[src/rtl/can_fc_pkg.sv]
package can_fc_pkg;

    typedef enum logic [1:0] {
        FC_ACTIVE  = 2'd0,
        FC_WARN    = 2'd1,
        FC_PASSIVE = 2'd2,
        FC_BUSOFF  = 2'd3
    } fc_state_e;

    localparam int STAT_W        = 32;
    localparam int STAT_REC_LSB  = 0;
    localparam int STAT_TEC_LSB  = 8;
    localparam int STAT_FIELD_W  = 8;
    localparam int STAT_WARN_BIT = 17;
    localparam int STAT_PASS_BIT = 18;
    localparam int STAT_BOFF_BIT = 19;

endpackage

[src/rtl/can_err_counter.sv]
module can_err_counter #(
    parameter int CNT_W = 8,
    parameter int INC   = 1
) (
    input  logic             clk,
    input  logic             rst_n,
    input  logic             err_i,
    input  logic             ok_i,
    input  logic             freeze_i,
    input  logic             clear_i,
    output logic [CNT_W-1:0] cnt_o,
    output logic [CNT_W-1:0] cnt_nx_o
);

    localparam logic [CNT_W:0] INC_V = (CNT_W+1)'(INC);

    logic [CNT_W-1:0] cnt_d, cnt_q;
    logic [CNT_W:0]   sum;

    always_comb begin
        sum   = {1'b0, cnt_q} + INC_V;
        cnt_d = cnt_q;
        if (clear_i) begin
            cnt_d = '0;
        end else if (!freeze_i) begin
            if (err_i) begin
                // saturate on carry out
                cnt_d = sum[CNT_W] ? '1 : sum[CNT_W-1:0];
            end else if (ok_i && (cnt_q != '0)) begin
                cnt_d = cnt_q - 1'b1;
            end
        end
    end

    always_ff @(posedge clk or negedge rst_n) begin
        if (!rst_n) cnt_q <= '0;
        else        cnt_q <= cnt_d;
    end

    assign cnt_o    = cnt_q;
    assign cnt_nx_o = cnt_d;

endmodule

[src/rtl/can_fc_classify.sv]
module can_fc_classify
    import can_fc_pkg::*;
#(
    parameter int CNT_W         = 8,
    parameter int WARN_LIMIT    = 96,
    parameter int PASSIVE_LIMIT = 127
) (
    input  logic [CNT_W-1:0] tec_i,
    input  logic [CNT_W-1:0] rec_i,
    input  logic             busoff_i,
    output fc_state_e        state_o
);

    localparam logic [CNT_W-1:0] WARN_V = CNT_W'(WARN_LIMIT);
    localparam logic [CNT_W-1:0] PASS_V = CNT_W'(PASSIVE_LIMIT);

    always_comb begin
        if (busoff_i)
            state_o = FC_BUSOFF;
        else if ((tec_i > PASS_V) || (rec_i > PASS_V))
            state_o = FC_PASSIVE;
        else if ((tec_i >= WARN_V) || (rec_i >= WARN_V))
            state_o = FC_WARN;
        else
            state_o = FC_ACTIVE;
    end

endmodule

[src/rtl/can_busoff_recovery.sv]
module can_busoff_recovery #(
    parameter int IDLE_BITS = 11,
    parameter int IDLE_RUNS = 128
) (
    input  logic clk,
    input  logic rst_n,
    input  logic busoff_i,
    input  logic reset_mode_i,
    input  logic bit_tick_i,
    input  logic bit_recessive_i,
    output logic done_o
);

    localparam int BIT_W = $clog2(IDLE_BITS + 1);
    localparam int RUN_W = $clog2(IDLE_RUNS + 1);
    localparam logic [BIT_W-1:0] LAST_BIT = BIT_W'(IDLE_BITS - 1);
    localparam logic [RUN_W-1:0] LAST_RUN = RUN_W'(IDLE_RUNS - 1);

    typedef struct packed {
        logic             armed;
        logic [BIT_W-1:0] run;
        logic [RUN_W-1:0] runs;
    } rcv_s;

    rcv_s q, d;
    logic done_d;

    always_comb begin
        d      = q;
        done_d = 1'b0;
        if (!busoff_i) begin
            d = '0;
        end else if (reset_mode_i) begin
            // handshake seen; progress held at zero
            d.armed = 1'b1;
            d.run   = '0;
            d.runs  = '0;
        end else if (q.armed && bit_tick_i) begin
            if (!bit_recessive_i) begin
                d.run = '0;
            end else if (q.run == LAST_BIT) begin
                d.run = '0;
                if (q.runs == LAST_RUN) begin
                    done_d = 1'b1;
                    d      = '0;
                end else begin
                    d.runs = q.runs + 1'b1;
                end
            end else begin
                d.run = q.run + 1'b1;
            end
        end
    end

    always_ff @(posedge clk or negedge rst_n) begin
        if (!rst_n) q <= '0;
        else        q <= d;
    end

    assign done_o = done_d;

endmodule

[src/rtl/can_fault_confine.sv]
module can_fault_confine
    import can_fc_pkg::*;
#(
    parameter int CNT_W         = 8,
    parameter int TX_INC        = 8,
    parameter int RX_INC        = 1,
    parameter int WARN_LIMIT    = 96,
    parameter int PASSIVE_LIMIT = 127,
    parameter int IDLE_BITS     = 11,
    parameter int IDLE_RUNS     = 128
) (
    input  logic              clk,
    input  logic              rst_n,
    input  logic              reset_mode_i,
    input  logic              tx_err_i,
    input  logic              rx_err_i,
    input  logic              tx_ok_i,
    input  logic              rx_ok_i,
    input  logic              bit_tick_i,
    input  logic              bit_recessive_i,
    output logic [31:0]       status_o,
    output logic              evt_valid_o,
    output logic [1:0]        evt_state_o,
    output logic [CNT_W-1:0]  evt_tec_o,
    output logic [CNT_W-1:0]  evt_rec_o,
    output logic              abort_all_o,
    output logic              drain_o
);

    localparam int N_CNT  = 2;
    localparam int TX_IDX = 0;
    localparam int RX_IDX = 1;

    typedef struct packed {
        fc_state_e state;
        logic      busoff;
        logic      evt;
        logic      abort;
        logic      drain;
    } ctl_s;

    localparam ctl_s CTL_RST = '{state: FC_ACTIVE, busoff: 1'b0, evt: 1'b0,
                                 abort: 1'b0, drain: 1'b0};

    ctl_s q, d;

    logic [N_CNT-1:0] err_v, ok_v;
    logic [CNT_W-1:0] cnt_q  [N_CNT];
    logic [CNT_W-1:0] cnt_nx [N_CNT];
    logic [CNT_W:0]   tx_sum;
    logic             tx_ovf, rec_done, busoff_nx;
    fc_state_e        cls_state;

    assign err_v = {rx_err_i, tx_err_i};
    assign ok_v  = {rx_ok_i,  tx_ok_i};

    for (genvar g = 0; g < N_CNT; g++) begin : g_cnt
        localparam int INC_G = (g == TX_IDX) ? TX_INC : RX_INC;
        can_err_counter #(
            .CNT_W (CNT_W),
            .INC   (INC_G)
        ) u_cnt (
            .clk      (clk),
            .rst_n    (rst_n),
            .err_i    (err_v[g]),
            .ok_i     (ok_v[g]),
            .freeze_i (q.busoff),
            .clear_i  (rec_done),
            .cnt_o    (cnt_q[g]),
            .cnt_nx_o (cnt_nx[g])
        );
    end

    can_busoff_recovery #(
        .IDLE_BITS (IDLE_BITS),
        .IDLE_RUNS (IDLE_RUNS)
    ) u_rcv (
        .clk             (clk),
        .rst_n           (rst_n),
        .busoff_i        (q.busoff),
        .reset_mode_i    (reset_mode_i),
        .bit_tick_i      (bit_tick_i),
        .bit_recessive_i (bit_recessive_i),
        .done_o          (rec_done)
    );

    // transmit counter carry out marks the bus-off transition
    assign tx_sum    = {1'b0, cnt_q[TX_IDX]} + (CNT_W+1)'(TX_INC);
    assign tx_ovf    = tx_err_i && !q.busoff && tx_sum[CNT_W];
    assign busoff_nx = q.busoff ? !rec_done : tx_ovf;

    can_fc_classify #(
        .CNT_W         (CNT_W),
        .WARN_LIMIT    (WARN_LIMIT),
        .PASSIVE_LIMIT (PASSIVE_LIMIT)
    ) u_cls (
        .tec_i    (cnt_nx[TX_IDX]),
        .rec_i    (cnt_nx[RX_IDX]),
        .busoff_i (busoff_nx),
        .state_o  (cls_state)
    );

    always_comb begin
        d        = q;
        d.busoff = busoff_nx;
        d.state  = cls_state;
        d.evt    = (cls_state != q.state);
        d.abort  = tx_ovf;
        d.drain  = rec_done;
    end

    always_ff @(posedge clk or negedge rst_n) begin
        if (!rst_n) q <= CTL_RST;
        else        q <= d;
    end

    always_comb begin
        status_o = '0;
        status_o[STAT_REC_LSB +: STAT_FIELD_W] = STAT_FIELD_W'(cnt_q[RX_IDX]);
        status_o[STAT_TEC_LSB +: STAT_FIELD_W] = STAT_FIELD_W'(cnt_q[TX_IDX]);
        status_o[STAT_WARN_BIT] = (q.state == FC_WARN);
        status_o[STAT_PASS_BIT] = (q.state == FC_PASSIVE);
        status_o[STAT_BOFF_BIT] = (q.state == FC_BUSOFF);
    end

    assign evt_valid_o = q.evt;
    assign evt_state_o = q.state;
    assign evt_tec_o   = cnt_q[TX_IDX];
    assign evt_rec_o   = cnt_q[RX_IDX];
    assign abort_all_o = q.abort;
    assign drain_o     = q.drain;

endmodule

[config.mk]
export PLATFORM = sky130hd
export DESIGN_NAME = can_fault_confine
export DESIGN_NICKNAME = d
export VERILOG_FILES = /design/src/rtl/can_fc_pkg.sv /design/src/rtl/can_err_counter.sv /design/src/rtl/can_fc_classify.sv /design/src/rtl/can_busoff_recovery.sv /design/src/rtl/can_fault_confine.sv
export SDC_FILE = /design/constraint.sdc
export NUM_CORES = 1
export LEC_CHECK = 0
export CORE_ASPECT_RATIO = 1.1
export CORE_MARGIN = 2
export CORE_UTILIZATION = 50
export CTS_BUF_LIST = sky130_fd_sc_hd__clkbuf_8 sky130_fd_sc_hd__clkbuf_16
export CTS_CLUSTER_SIZE = 40
export DETAILED_ROUTE_END_ITERATION = 6
export GPL_ROUTABILITY_DRIVEN = 1
export PLACE_DENSITY = 0.8
export SKIP_CTS_REPAIR_TIMING = 1
export SYNTH_ARGS = -nofsm -noshare
export SYNTH_HDL_FRONTEND = slang
export SYNTH_SLANG_ARGS = --single-unit
export TNS_END_PERCENT = 1
[constraint.sdc]
create_clock -name clk -period 5.9 [get_ports clk]
set_input_delay 1.18 -clock clk [delete_from_list [all_inputs] [get_ports clk]]
set_output_delay 1.18 -clock clk [all_outputs]
set_load 0.02 [all_outputs]
==> flow_summary.toml <==
[worst_setup_path]
worst-r2r-cell-count = 9
crit_chain = "clkdlybuf4s50_1, or4b_4, o311a_1, o32ai_1, nand3_1, a32oi_2, mux2i_1, a211oi_2"
critPathCaptureType = "flip-flop"
rr_endpoint = "evt_valid_o"
max_stage_delay_ns = 0.56
critical_path_class = "in -> reg"
rr_startpoint = "g_cnt[0].u_cnt.cnt_o[0]"
path_max_fanout = 6
cp-start-kind = "input port"
worstPathRequired_ns = 6.08
cp-startpoint = "rx_ok_i"
slowest_stage = "clkdlybuf4s50_1"
crit_end = "evt_valid_o"
critPathArrivalTime_ns = 3.50
ff2ff_setup_slack_ns = 3.11

[place]
pre_cts_slack_ns = 2.306
post-dp-hpwl_mm = 4.444
place.gp.congestion = 0.9225
place.port_buffers = 48
dp.cells = 414

[grt]
antenna_found_initial = 0
grt-ovfl-total = 0
grt_pass1_vias = 2216
grt_usage = 0.2217
grt_pass1_wl_mm = 10.46
grt_start_max_net_pins = 36

[synthesis]
ys_seq_elements = 35
syn_inst = 319
yosys.area.top_type_share = 0.3233
avgSynthCellArea_um2 = 8.492
synth_seq_area_share = 0.3233
synth.distinct_cells = 66
syn-cell-area_um2 = 2709
synth_edf_count = 0
synth.area.top_cells = "dfrtp_1, buf_4, ha_1"
ys.flop_type = "dfrtp_1"
yosysWarnings = 0
yosysTopAreaCell = "dfrtp_1"
async_reset_ff_frac = 1.000

[layout]
seqCellArea_um2 = 875.8
final_nets = 365
syn2layout_area_growth_pct = 15.10
nFillCells = 476
final_util = 0.5894
multi_input_area_um2 = 1500
finalNonFillerCells = 422
layout-drive-gt1-share = 0.08357
antenna_cells = 0

[cts]
numCtsBuffers = 5
cts_tree = "yes"
cts-root-buf = "clkbuf_8"
cts.htree.levels = 2
cts.clk_slew.worst_paths_ns = 0.07
max-clock-path-buffers = 2
clkLatencyLatePin_ns = 0.29
clock-sinks = 35

[sta]
worst_pin_slew_ns = 0.7489
setup_viol = 0
slew_viol_final = 0
setup_slack_ns = 2.584
fin_crit_ns = 3.316
min_period_over_period = 0.5621
hold_violations = 0
maxSlewHeadroom = 0.5007
finClkSkew_ns = 0.004024
clock.fmax_ghz = 0.3015
rsz0062_at_grt = "false"
timing.setup.tns_ns = 0

[route]
drt-vias-per-instance = 5.765
first_pass_iters = 6
wire_per_inst_um = 14.63
dr.first_iter.drc_count = 205
detail_route.drc_violations = 0
via_count = 2433
antenna_left = 0
drt_wl_total_mm = 6.173

[job]
drv_cap = 0

[floorplanning]
start_util = 0.5121
die_w_um = 74.18
die_y_um = 81.20
core_area_um2 = 5290
num_io_pins = 62
die-area_um2 = 6023
rows = 28

[hold_path]
hold_depth = 2
hp-class = "reg -> reg"

[outcome]
status = "finished clean"

[power]
total_power_w = 0.001553
p_per_area_nw_per_um2 = 498.0
peakVddDrop_mv = 0.2183
p_leak_nw = 1.305
metal layers:
layer,share of wire,track usage,wire length (µm)
met5,0,0,0
met4,0.021,0.07636,129
met3,0.049,0.03846,301
met2,0.47,0.3536,2914
met1,0.46,0.3018,2827
how the worst min path moves through the flow:
stage / startpoint / endpoint / slack [ns]
final: u_rcv.q[11] / u_rcv.q[11] / 0.54
after global routing: u_rcv.q[11] / u_rcv.q[11] / 0.56
after CTS: u_rcv.q[11] / u_rcv.q[11] / 0.54
after detailed placement: u_rcv.q[11] / u_rcv.q[11] / 0.53
after global placement: u_rcv.q[11] / u_rcv.q[11] / 0.51
after floorplan: u_rcv.q[11] / u_rcv.q[11] / 0.49
state kept, by name, indices dropped and copies added (netlist names):
signal,count
drain_o,1
q,1
abort_all_o,1
g_cnt.u_cnt.cnt_o,16
u_rcv.q,13
evt_valid_o,1
evt_state_o,2
placed cells by master (no fill, tap or decap), types with 3 or more instances in the layout:
cell             synthesis  routed
nor2_1                  30      30
o21ai_0                 19      19
o31ai_1                  4       4
and4bb_2                 3       3
a211oi_1                 4       4
or3_1                    3       3
and2_1                   3       3
xor2_1                   4       4
nand3_1                 10      10
ha_1                    10      10
nor2b_1                  3       3
nand2_1                 24      24
a31oi_1                  4       4
and3_1                   4       4
clkdlybuf4s50_1          0      48
clkbuf_8                 2       5
conb_1                   1      13
nand4_1                  6       6
dfrtp_1                 35      35
a21oi_1                 18      18
nor3_1                  14      14
nor4_1                   3       3
or3b_2                   3       3
inv_1                   18      20
layout make-up:
| type | count | share of cell area |
|---|---|---|
| clock buffers | 5 | 0.02207 |
| inverters | 19 | 0.02287 |
| flip-flops and latches | 35 | 0.2809 |
| repair buffers | 50 | 0.1589 |
| clock inverters | 3 | 0.004013 |
| multi-input cells | 235 | 0.4811 |
| well taps | 75 | 0.03010 |
synthesized netlist by cell type (2+ instances only):
library cell	instances
a211oi_1	4
a211oi_2	2
a21oi_1	18
a2bb2oi_1	2
a311oi_1	2
a31oi_1	4
a32oi_1	2
a41oi_1	2
and2_1	3
and3_1	4
and4bb_2	3
buf_4	30
buf_6	2
clkbuf_1	7
clkbuf_8	2
dfrtp_1	35
ha_1	10
inv_1	18
nand2_1	24
nand2b_1	2
nand3_1	10
nand4_1	6
nor2_1	30
nor2b_1	3
nor3_1	14
nor3b_1	2
nor4_1	3
nor4b_1	2
o211ai_1	2
o21a_1	2
o21ai_0	19
o22ai_1	2
o31a_1	2
o31ai_1	4
o41ai_1	2
or3_1	3
or3b_2	3
or4b_2	2
xnor2_1	2
xor2_1	4
metrics by stage:
step	area [µm²]	hold WS (ns)
floorplan	2754	0.4870
global placement	3037	0.5119
detailed placement	3037	0.5251
CTS	3118	0.5417
global route	3118	0.5612
finish	3118	0.5423
cells by family after synthesis:
group / synth area share
and+or+nand+nor: 0.2536
DFF: 0.3233
buffers and inverters: 0.1395
xor gates and xnor gates: 0.01940
muxes: 0.007852
other: 0.001384
adders and majority gates: 0.04619
AOI/OAI and AO/OA: 0.2088
worst max-delay path: cells and delay by family:
| family | cells | cell delay (ns) |
|---|---|---|
| AOI/OAI and AO/OA | 4 | 0.85 |
| buffers and inverters | 1 | 0.56 |
| muxes | 1 | 0.24 |
| and+or+nand+nor | 2 | 0.65 |
power breakdown:
group          total (W)  switching [W]  internal [W]
registers       0.000486       0.000177      0.000309
clock network   0.000170      0.0000903     0.0000795
logic           0.000897       0.000484      0.000413
Power figures use the tool's default switching activity.
